File: src/rtl/wiper_reg_ctrl.sv
module wiper_reg_ctrl #(
  parameter int W = 10,
  parameter int SELW = 2,
  parameter int WR_CYCLES = 625000
) (
  input  logic                clk,
  input  logic                rst_n,
  input  logic                cmd_valid,
  input  logic [2:0]          cmd_op,
  input  logic [SELW-1:0]     cmd_sel,
  input  logic [W-1:0]        cmd_data,
  input  logic                wp_n,
  output logic [W-1:0]        rd_data,
  output logic                rd_valid,
  output logic                busy,
  output logic [W-1:0]        wiper,
  output logic [(1<<W)-1:0]   tap_sel
);
  localparam int TAPS = 1 << W;
  localparam int NREG = 1 << SELW;
  localparam int CW = $clog2(WR_CYCLES + 1);
  localparam logic [2:0] OP_RD_WIP = 3'd0, OP_WR_WIP = 3'd1, OP_RD_REG = 3'd2,
                         OP_WR_REG = 3'd3, OP_LOAD = 3'd4, OP_SAVE = 3'd5;

  logic [W-1:0]    dr [NREG] = '{default: '0};
  logic [CW-1:0]   cnt;
  logic [SELW-1:0] psel;
  logic [W-1:0]    pval;

  wire accept = cmd_valid && !busy;

  assign tap_sel = {{(TAPS-1){1'b0}}, 1'b1} << wiper;

  always_ff @(posedge clk) begin
    rd_valid <= 1'b0;
    if (!rst_n) begin
      wiper   <= dr[0];
      busy    <= 1'b0;
      cnt     <= '0;
      rd_data <= '0;
    end else if (busy) begin
      if (cnt == '0) begin
        busy     <= 1'b0;
        dr[psel] <= pval;
      end else begin
        cnt <= cnt - 1'b1;
      end
    end else if (accept) begin
      case (cmd_op)
        OP_RD_WIP: begin rd_data <= wiper; rd_valid <= 1'b1; end
        OP_WR_WIP: wiper <= cmd_data;
        OP_RD_REG: begin rd_data <= dr[cmd_sel]; rd_valid <= 1'b1; end
        OP_LOAD:   wiper <= dr[cmd_sel];
        OP_WR_REG, OP_SAVE:
          if (wp_n) begin
            busy <= 1'b1;
            cnt  <= CW'(WR_CYCLES - 1);
            psel <= cmd_sel;
            pval <= (cmd_op == OP_SAVE) ? wiper : cmd_data;
          end
        default: ;
      endcase
    end
  end
endmodule

File: config.mk
export PLATFORM = sky130hd
export DESIGN_NAME = wiper_reg_ctrl
export DESIGN_NICKNAME = d
export VERILOG_FILES = /design/src/rtl/wiper_reg_ctrl.sv
export SDC_FILE = /design/constraint.sdc
export NUM_CORES = 1
export LEC_CHECK = 0
export BUFFER_PORTS_ARGS = -buffer_cell sky130_fd_sc_hd__buf_2
export CAP_MARGIN = 20
export CORE_AREA = 2 2 413 415
export DETAILED_ROUTE_END_ITERATION = 10
export DIE_AREA = 0 0 415 417
export PLACE_DENSITY_LB_ADDON = 0.1
export SYNTH_ARGS = -nofsm -noshare
export SYNTH_HDL_FRONTEND = slang
export SYNTH_SLANG_ARGS = --single-unit
File: constraint.sdc
create_clock -name clk -period 4.5 [get_ports clk]
set_clock_uncertainty 0.05 [all_clocks]
set_input_delay 0.9 -clock clk [delete_from_list [all_inputs] [get_ports clk]]
set_output_delay 0.9 -clock clk [all_outputs]
set_load 0.02 [all_outputs]
==> reports/qor.yml <==
ys.flop_type: "edfxtp_1"
grt_pass1_vias: 15760
area_delta_synth_final_pct: 89.9
avgSynthCellArea_sq_um: 5.50
die_h_um: 417
htree_levels: 3
vias_per_cell: 3.29
postCtsHoldBufs: 0
cts_buffer_depth: 2
core_area_sq_um: 169000
io_pins: 1065
cp_slowest_cell: "edfxtp_1"
crit_required_ns: 3.55
cts.clk_slew.worst_paths_ns: 0.07
critPathCaptureType: "output port"
cts_setup_buffers: 0
ys_async_sr_fraction_pct: 0
netlist_area_sq_um: 9880
cts_tree: "done"
worst-path-max-fanout: 9
clk_latency_ns: 0.37
grt_setup_unrepaired: "false"
num_rows: 151
drv_cap: 0
worst_slew_margin_rel_pct: 23.9
io_buffers: 1064
ys_warn_count: 0
hold_path.class: "flip-flop to flip-flop"
ys_ff_latch: 94
hold_viol_final: 0
drc_errors: 0
postRouteAntennaNets: 0
netlist_instances: 1794
fin_hold_ws_ns: 0.402
status: "finished, final reports clean"
post_cts_resized: 0
filler_cell_count: 20103
grt_max_degree: 33
drt_iter0_drc: 1078
tns_ns: 0
cts.sinks: 94
routed_wl_um: 131000
num_vias: 16631
tightest_slew_ns: 1.14
slew_viol_final: 0
crit_chain: "nor2b_4 -> and2_1 -> nand2_1 -> nor3_1 -> buf_2"
setup_violations: 0
grt_pass1_wl_um: 167000
synth_edf_count: 62
min_period_ns: 4.12
grt_overflow: 0
die-area_sq_um: 173000
p_total_mw: 2.68
clock.fmax_ghz: 0.243
critPathLaunchType: "flip-flop"
syn-num-nets: 1815
worstSetupPathType: "flip-flop to output port"
p_leak_nw: 8.84
wl_per_cell_um: 26.0
post-route-period-util_pct: 91.6
root_buffer: "clkbuf_16"
post-dp-hpwl_um: 109000
firstDrtPassIters: 5
antenna_found_initial: 19
globalplace.congestion: 0.830
ir_drop_mv: 0.178
numCtsBuffers: 9
crit_arrival_ns: 3.17
globalRouteTotalUtil_pct: 14.3
die_w_um: 415
synth-seq-area-share_pct: 25.3
drive_above_1_share_pct: 44.1
max_stage_delay_ns: 0.59
nNetsFinal: 2844
synth_cell_types: 44
initial_core_util_pct: 5.86
pwr_density_cell_nw_per_um2: 143
-- synthesized netlist by cell type (all sizes together), types with 12 or more instances --
library cell | count | area share [%]
nand2b | 24 | 1.5
nor4 | 12 | 0.82
clkbuf | 143 | 5.4
a21oi | 37 | 1.9
nor2b | 13 | 0.82
nor3 | 48 | 2.4
mux2i | 13 | 1.3
nand3 | 14 | 0.71
nand2 | 229 | 8.7
or3 | 13 | 0.82
dfxtp | 32 | 6.5
buf | 18 | 0.76
or4 | 12 | 0.95
nor2 | 1011 | 38
edfxtp | 62 | 19
-- report_power, final --
group / leakage, nW / switching (mW) / internal, mW
logic: 7.86 / 0.654 / 0.192
clock network: 0.157 / 0.363 / 0.500
registers: 0.825 / 0.0365 / 0.939
total: 8.84 / 1.05 / 1.63
-- sequential cells by signal, indices dropped and copies added, names as in the netlist --
name,count
cnt,20
wiper,10
rd_valid,1
busy,1
psel,2
pval,10
rd_data,10
dr,40
-- final timing paths --
check	startpoint	end	slack (ns)	cells after the start
setup / recovery	wiper[9]$_DFFE_PP_	tap_sel[928]	0.38	5
hold / removal	rd_data[7]$_SDFFE_PN0P_	rd_data[7]$_SDFFE_PN0P_	0.40	2
setup reg to reg	cnt[2]$_SDFFE_PN0P_	dr[3][1]$_DFFE_PP_	1.85	6
hold reg to reg	rd_data[7]$_SDFFE_PN0P_	rd_data[7]$_SDFFE_PN0P_	0.40	2
-- cells in the final DEF (no fill, tap or decap), types with 12 or more instances in the layout --
master | netlist | final
buf_2 | 6 | 1062
nor2_1 | 1011 | 1003
nand2_1 | 229 | 227
buf_4 | 0 | 112
edfxtp_1 | 62 | 62
nor3_1 | 48 | 45
a21oi_1 | 37 | 37
dfxtp_1 | 32 | 32
nand2b_1 | 24 | 24
mux2i_1 | 13 | 13
nand3_1 | 14 | 12
or3_1 | 13 | 12
-- metrics by stage --
stage	std cells	instance area, sq um	utilization, %	worst slack (ns)
after floorplan	1794	9880	-	1.22
after global placement	5029	18400	10.9	0.641
after detailed placement	5030	18400	10.9	0.622
after CTS	5046	18700	11.1	0.221
after global routing	5047	18700	11.1	0.162
final	5051	18700	11.1	0.380
-- critical path, delay by kind of cell, from the launching register on --
family,cells,cell delay [ns]
buffers and inverters,1,0.32
flip-flops,1,0.59
AND/OR/NAND/NOR,4,1.87
-- metal layers --
metal	wire [um]	part of all wire [%]	vias up	GRT usage, %
li1	-	-	7721	-
met1	52300	40	8197	16.7
met2	70400	54	612	27.2
met3	5120	3.9	99	1.96
met4	3370	2.6	2	3.45
met5	7	0.0053	-	0
-- area by class of cell --
type	instances	area [sq um]	area share, %
Sequential cell	94	2500	13.3
Timing Repair Buffer	1179	6260	33.4
Clock buffer	14	287	1.53
Inverter	7	26.3	0.140
Antenna cell	5	12.5	0.0667
Clock inverter	2	35.0	0.187
Multi-Input combinational cell	1532	6860	36.6
Tap cell	2218	2780	14.8
-- cell families after synthesis --
| kind of cell | share of synthesized area (%) |
|---|---|
| muxes | 4.62 |
| buffers and inverters | 6.46 |
| adders and majority gates | 0.253 |
| DFF | 25.3 |
| and+or+nand+nor | 58.5 |
| xor gates and xnor gates | 0.177 |
| AOI/OAI and AO/OA | 4.69 |
(Power assumes the default switching activity.)
